==> src/rtl/xbus_pkg.sv <==
package xbus_pkg;

  localparam int WS_W = 2;

  typedef enum logic [1:0] {
    XB_IDLE = 2'd0,
    XB_ADDR = 2'd1,
    XB_STRB = 2'd2,
    XB_DONE = 2'd3
  } xb_state_e;

  // Wait code chosen by sector: upper sector takes the high code.
  function automatic logic [WS_W-1:0] pick_ws(input logic upper,
                                              input logic [WS_W-1:0] lo,
                                              input logic [WS_W-1:0] hi);
    return upper ? hi : lo;
  endfunction

endpackage

==> src/rtl/xbus_decode.sv <==
module xbus_decode
  import xbus_pkg::*;
#(
  parameter int ADDR_W = 16,
  parameter logic [ADDR_W-1:0] SRAM_TOP = 16'h10FF
) (
  input  logic              en,
  input  logic [ADDR_W-1:0] addr,
  input  logic [ADDR_W-1:0] bound,
  input  logic [WS_W-1:0]   ws_lo,
  input  logic [WS_W-1:0]   ws_hi,
  output logic              hit,
  output logic [WS_W-1:0]   ws_sel
);
  logic upper;

  assign hit    = en && (addr > SRAM_TOP);
  assign upper  = (addr >= bound);
  assign ws_sel = pick_ws(upper, ws_lo, ws_hi);
endmodule

==> src/rtl/xbus_seq.sv <==
module xbus_seq
  import xbus_pkg::*;
(
  input  logic            clk,
  input  logic            rst_n,
  input  logic            start,
  input  logic [WS_W-1:0] ws_in,
  output xb_state_e       state,
  output logic            last_strobe
);
  logic [WS_W-1:0] wait_cnt;

  always_ff @(posedge clk or negedge rst_n) begin
    if (!rst_n) begin
      state    <= XB_IDLE;
      wait_cnt <= '0;
    end else begin
      unique case (state)
        XB_IDLE: if (start) begin
          state    <= XB_ADDR;
          wait_cnt <= ws_in;
        end
        XB_ADDR: state <= XB_STRB;
        XB_STRB: begin
          if (wait_cnt == '0) state <= XB_DONE;
          else wait_cnt <= wait_cnt - 1'b1;
        end
        XB_DONE: begin
          if (start) begin
            state    <= XB_ADDR;
            wait_cnt <= ws_in;
          end else begin
            state <= XB_IDLE;
          end
        end
        default: state <= XB_IDLE;
      endcase
    end
  end

  assign last_strobe = (state == XB_STRB) && (wait_cnt == '0);
endmodule

==> src/rtl/xbus_pins.sv <==
module xbus_pins #(
  parameter int ADDR_W = 16,
  parameter int HI_W   = 8,
  localparam int LO_W  = ADDR_W - HI_W,
  localparam int CNT_W = $clog2(HI_W + 1)
) (
  input  logic              en,
  input  logic [CNT_W-1:0]  hi_cnt,
  input  logic [ADDR_W-1:0] addr_q,
  output logic [ADDR_W-1:0] pin_addr,
  output logic [ADDR_W-1:0] pin_oe
);
  logic [HI_W-1:0] hi_oe;

  // One enable per high-address pin: driven while its index is below the count.
  for (genvar gi = 0; gi < HI_W; gi++) begin : g_hi
    assign hi_oe[gi] = en && (CNT_W'(gi) < hi_cnt);
  end

  assign pin_oe   = {hi_oe, {LO_W{en}}};
  assign pin_addr = addr_q & pin_oe;
endmodule

==> src/rtl/xbus_ctrl.sv <==
module xbus_ctrl
  import xbus_pkg::*;
#(
  parameter int ADDR_W = 16,
  parameter int DATA_W = 8,
  parameter int HI_W   = 8,
  parameter logic [ADDR_W-1:0] SRAM_TOP = 16'h10FF
) (
  input  logic                       clk,
  input  logic                       rst_n,
  input  logic                       cfg_en,
  input  logic [ADDR_W-1:0]          cfg_bound,
  input  logic [1:0]                 cfg_ws_lo,
  input  logic [1:0]                 cfg_ws_hi,
  input  logic [$clog2(HI_W+1)-1:0]  cfg_hi_cnt,
  input  logic                       cpu_req,
  input  logic                       cpu_we,
  input  logic [ADDR_W-1:0]          cpu_addr,
  input  logic [DATA_W-1:0]          cpu_wdata,
  output logic                       cpu_stall,
  output logic [DATA_W-1:0]          cpu_rdata,
  output logic                       cpu_rvalid,
  output logic [ADDR_W-1:0]          ext_addr,
  output logic [ADDR_W-1:0]          ext_addr_oe,
  output logic [DATA_W-1:0]          ext_data_o,
  output logic                       ext_data_oe,
  input  logic [DATA_W-1:0]          ext_data_i,
  output logic                       ext_rd_n,
  output logic                       ext_wr_n
);
  logic              hit;
  logic [WS_W-1:0]   ws_sel;
  logic              start;
  logic              last_strobe;
  logic              strobe_on;
  xb_state_e         state;
  logic [ADDR_W-1:0] addr_q;
  logic [DATA_W-1:0] wdata_q;
  logic [DATA_W-1:0] rdata_q;
  logic              we_q;

  xbus_decode #(.ADDR_W(ADDR_W), .SRAM_TOP(SRAM_TOP)) u_dec (
    .en(cfg_en), .addr(cpu_addr), .bound(cfg_bound),
    .ws_lo(cfg_ws_lo), .ws_hi(cfg_ws_hi), .hit(hit), .ws_sel(ws_sel)
  );

  assign start = cpu_req && hit && ((state == XB_IDLE) || (state == XB_DONE));

  xbus_seq u_seq (
    .clk(clk), .rst_n(rst_n), .start(start), .ws_in(ws_sel),
    .state(state), .last_strobe(last_strobe)
  );

  always_ff @(posedge clk or negedge rst_n) begin
    if (!rst_n) begin
      addr_q  <= '0;
      wdata_q <= '0;
      we_q    <= 1'b0;
      rdata_q <= '0;
    end else begin
      if (start) begin
        addr_q  <= cpu_addr;
        wdata_q <= cpu_wdata;
        we_q    <= cpu_we;
      end
      if (last_strobe && !we_q) rdata_q <= ext_data_i;
    end
  end

  xbus_pins #(.ADDR_W(ADDR_W), .HI_W(HI_W)) u_pins (
    .en(cfg_en), .hi_cnt(cfg_hi_cnt), .addr_q(addr_q),
    .pin_addr(ext_addr), .pin_oe(ext_addr_oe)
  );

  assign strobe_on   = (state == XB_STRB);
  assign ext_rd_n    = !(strobe_on && !we_q);
  assign ext_wr_n    = !(strobe_on && we_q);
  assign ext_data_oe = we_q && (strobe_on || (state == XB_DONE));
  assign ext_data_o  = wdata_q;
  assign cpu_stall   = start || (state == XB_ADDR) || strobe_on;
  assign cpu_rvalid  = (state == XB_DONE) && !we_q;
  assign cpu_rdata   = rdata_q;
endmodule

==> config.mk <==
export PLATFORM = sky130hd
export DESIGN_NAME = xbus_ctrl
export DESIGN_NICKNAME = d
export VERILOG_FILES = /design/src/rtl/xbus_pkg.sv /design/src/rtl/xbus_decode.sv /design/src/rtl/xbus_seq.sv /design/src/rtl/xbus_pins.sv /design/src/rtl/xbus_ctrl.sv
export SDC_FILE = /design/constraint.sdc
export NUM_CORES = 1
export LEC_CHECK = 0
export BUFFER_PORTS_ARGS = -buffer_cell sky130_fd_sc_hd__buf_2
export CAP_MARGIN = 20
export CORE_ASPECT_RATIO = 2
export CORE_MARGIN = 1.5
export CORE_UTILIZATION = 50
export DETAILED_ROUTE_END_ITERATION = 10
export PLACE_DENSITY_LB_ADDON = 0.15
export SYNTH_ARGS = -nofsm -noshare
export SYNTH_HDL_FRONTEND = slang
export SYNTH_SLANG_ARGS = --single-unit
export TNS_END_PERCENT = 1
==> constraint.sdc <==
create_clock -name clk -period 5.7 [get_ports clk]
set_clock_uncertainty 0.15 [all_clocks]
set_input_delay 1.14 -clock clk [delete_from_list [all_inputs] [get_ports clk]]
set_output_delay 1.14 -clock clk [all_outputs]
set_load 0.01 [all_outputs]
==> summary.txt <==
Global route
  – First-pass GRT wire length: 7980 um
  – Gr usage total: 21.1%
  – Vias in the first global route: 1,855
  – Antenna violations before repair: 0
  – Overflow after GRT: 0
  – Largest net degree at the start of global routing: 38

Clock network
  – TritonCTS Buffers: 5
  – Resized Gates After CTS: 0
  – Root buf cell: clkbuf_8
  – CTS clk-pin slew, worst paths: 0.07 ns
  – # H-tree levels: 2
  – CTS tree: done
  – TritonCTS Sinks: 37
  – Clock Latency Late Sink: 0.29 ns
  – Post-CTS setup buffers: 0
  – CTS Hold Bufs: 0
  – Clock buffer depth: 2

Placed design
  – Final Wtd Congestion: 0.809
  – Port Buffers: 113
  – Post-detail-place hpwl: 3950 um
  – # placed instances: 361

Logic synthesis
  – Gate Count Post-Synth: 205
  – Register area share after synthesis: 40.5%
  – Async SR Flop Fraction: 100%
  – Yosys top cell by area: dfrtp_1
  – Main flop type after synthesis: dfrtp_1
  – Net Count, Synth: 287
  – Yosys warning total: 0
  – Post-synth EDFFs: 0
  – Seq cells post-synth: 37
  – Yosys cell types: 35
  – Synthesized area per cell: 11.2 sq um
  – Post-synth top cells: 37 x dfrtp_1, 25 x mux2_2, 22 x inv_1, 21 x ha_1, 16 x and2_1
  – Synth top area cells: dfrtp_1 41%, mux2_2 12%, ha_1 11%
  – Most common cell in the netlist: dfrtp_1
  – Syn Std Cell Area: 2290 sq um
  – Yosys top cell area share: 40.5%

Setup path
  – Reg2Reg Depth: 7
  – Critical path arrival: 2.31 ns
  – Startpoint class of the critical path: input port
  – Required @ worst endpoint: 4.41 ns
  – Setup Crit Path Kind: input port to output pin
  – CP endpoint kind: output pin
  – Crit path max fanout: 3

STA
  – Max-slew violations: 0
  – Minimum clock period: 3.60 ns
  – Fin. Hold Viols: 0
  – Worst Tran Pin Value: 0.813 ns
  – Setup_tns: 0 ns
  – RSZ-0062 raised after global routing: false
  – Part of the cycle the worst path needs: 63.2%
  – Fmax: 277 MHz
  – Final setup violation count: 0
  – Slew margin rel.: 45.8%

Route
  – Routed Antenna Nets: 0
  – Via count: 1,913
  – Routed wire length: 4990 um
  – DR iter-0 viols: 19
  – Vias per Instance: 5.18
  – DRC Markers: 0
  – WL/cell: 13.5 um
  – Pre-Repair DR Iteration Count: 4

Final layout
  – Fillers: 369
  – Layout cells sized above 1: 51.1%
  – Antenna cells: 0
  – P&R area growth vs syn: 29.9%
  – Final Non-Filler Cells: 369
  – Layout Nets: 396

Die
  – I/O Pins: 114
  – Die height: 98.6 um
  – Die area: 5010 sq um
  – Core area: 4380 sq um
  – Chip Width: 50.8 um
  – Initial core utilization: 52.2%
  – Num rows: 34

Power and ir drop
  – PwrDens: 454 nW/um^2
  – P_leak: 1.60 nW
  – Peak supply drop: 408 uV

Worst hold path
  – Min-Delay Path Class: flop to flop
  – WHS Path Cells: 1

Flow run
  – Max Cap Viol: 0

Status
  – Status: completed
[area by class of cell]
type	instances	area (sq um)	area share, %
timing repair buffer	114	573	19.3
inverter	22	82.6	2.78
tap	54	67.6	2.28
sequential	37	926	31.2
multi-input combinational	134	1190	39.9
clock buffer	5	68.8	2.32
clock inverter	3	65.1	2.19
[state kept, by name, summed over array words and instances, names as in the netlist]
| register | cells |
|---|---|
| u_seq.wait_cnt | 2 |
| u_seq.state | 2 |
| addr_q | 16 |
| cpu_rdata | 8 |
| ext_data_o | 8 |
| we_q | 1 |
[critical path, cell delays in order]
cell and delay [ns]:
buf_2 0.12, o41ai_2 0.32, a21oi_1 0.13, nor2b_4 0.14
or3_1 0.31, buf_2 0.15
[routing by layer]
layer  wire length (um)  up-vias  GRT usage [%]
met5                  0        -              0
li1                   -      915              -
met3                328       11           3.33
met4                183        0           11.2
met2               2680       92           39.8
met1               1790      895           21.1
[where the power goes]
part / internal, mW / total [mW] / switching (mW)
registers: 0.400 / 0.470 / 0.0707
clock network: 0.174 / 0.269 / 0.0956
logic: 0.325 / 0.607 / 0.283
[metrics by stage]
stage	hold WS (ns)	worst slack [ns]	cell area, sq um	utilization (%)	power [mW]
CTS	0.355	2.08	2970	67.8	1.36
finish	0.351	2.10	2970	67.8	1.35
detailed placement	0.338	2.09	2840	64.7	1.09
global placement	0.317	2.10	2840	64.7	1.07
floorplan	0.307	2.10	2290	-	0.884
global route	0.372	1.97	2970	67.8	1.44
[worst paths after layout]
| path | slack, ns | start | to |
|---|---|---|---|
| setup / recovery | 2.10 | cpu_addr[11] | cpu_stall |
| hold / removal | 0.35 | addr_q[12] | addr_q[12] |
| setup reg to reg | 3.40 | u_seq.state[0] | u_seq.state[1] |
| hold reg to reg | 0.35 | addr_q[12] | addr_q[12] |
| max in group asynchronous | 4.10 | rst_n | u_seq.state[1] |
| min in group asynchronous | 0.79 | rst_n | addr_q[4] |
[layout by cell type, fill, tap and decap left out]
| cell | netlist | layout |
|---|---|---|
| clkbuf_8 | 0 | 5 |
| and2_1 | 16 | 16 |
| nor4_2 | 1 | 1 |
| a21oi_1 | 11 | 11 |
| a21o_1 | 1 | 1 |
| dfrtp_1 | 37 | 37 |
| nand3b_1 | 2 | 2 |
| nand2b_1 | 2 | 2 |
| a2111o_1 | 1 | 1 |
| nand2_1 | 11 | 11 |
| mux2_2 | 25 | 25 |
| a211oi_1 | 1 | 1 |
| o211ai_2 | 1 | 1 |
| o21a_1 | 7 | 7 |
| o31ai_1 | 1 | 1 |
| nor2b_1 | 3 | 3 |
| o311ai_1 | 1 | 1 |
| inv_1 | 22 | 22 |
| mux2i_1 | 2 | 2 |
| nand4_1 | 1 | 1 |
| ha_1 | 21 | 21 |
| nand4_2 | 1 | 1 |
| buf_2 | 1 | 113 |
| and3_1 | 2 | 2 |
| nor2b_4 | 1 | 1 |
| bufinv_16 | 0 | 2 |
| o21ai_0 | 6 | 6 |
| or3_1 | 1 | 1 |
| clkinv_2 | 0 | 1 |
| nor2_1 | 2 | 2 |
| buf_4 | 8 | 1 |
| mux2_4 | 9 | 9 |
| o41ai_2 | 1 | 1 |
| nor4_1 | 1 | 1 |
| o211ai_1 | 1 | 1 |
| nor3_1 | 1 | 1 |
[cell families (layout without fill, tap and decap cells)]
kind of cell	Yosys count	in the layout	synth area share [%]
AO/OA/AOI/OAI	32	32	9.47
buffers and inverters	34	144	7.61
AND/OR/NAND/NOR	45	45	11.8
adder cells (fa/ha/maj)	21	21	11.5
flip-flops	37	37	40.5
multiplexers	36	36	19.1
No activity file was read; power rests on OpenSTA's default activity.
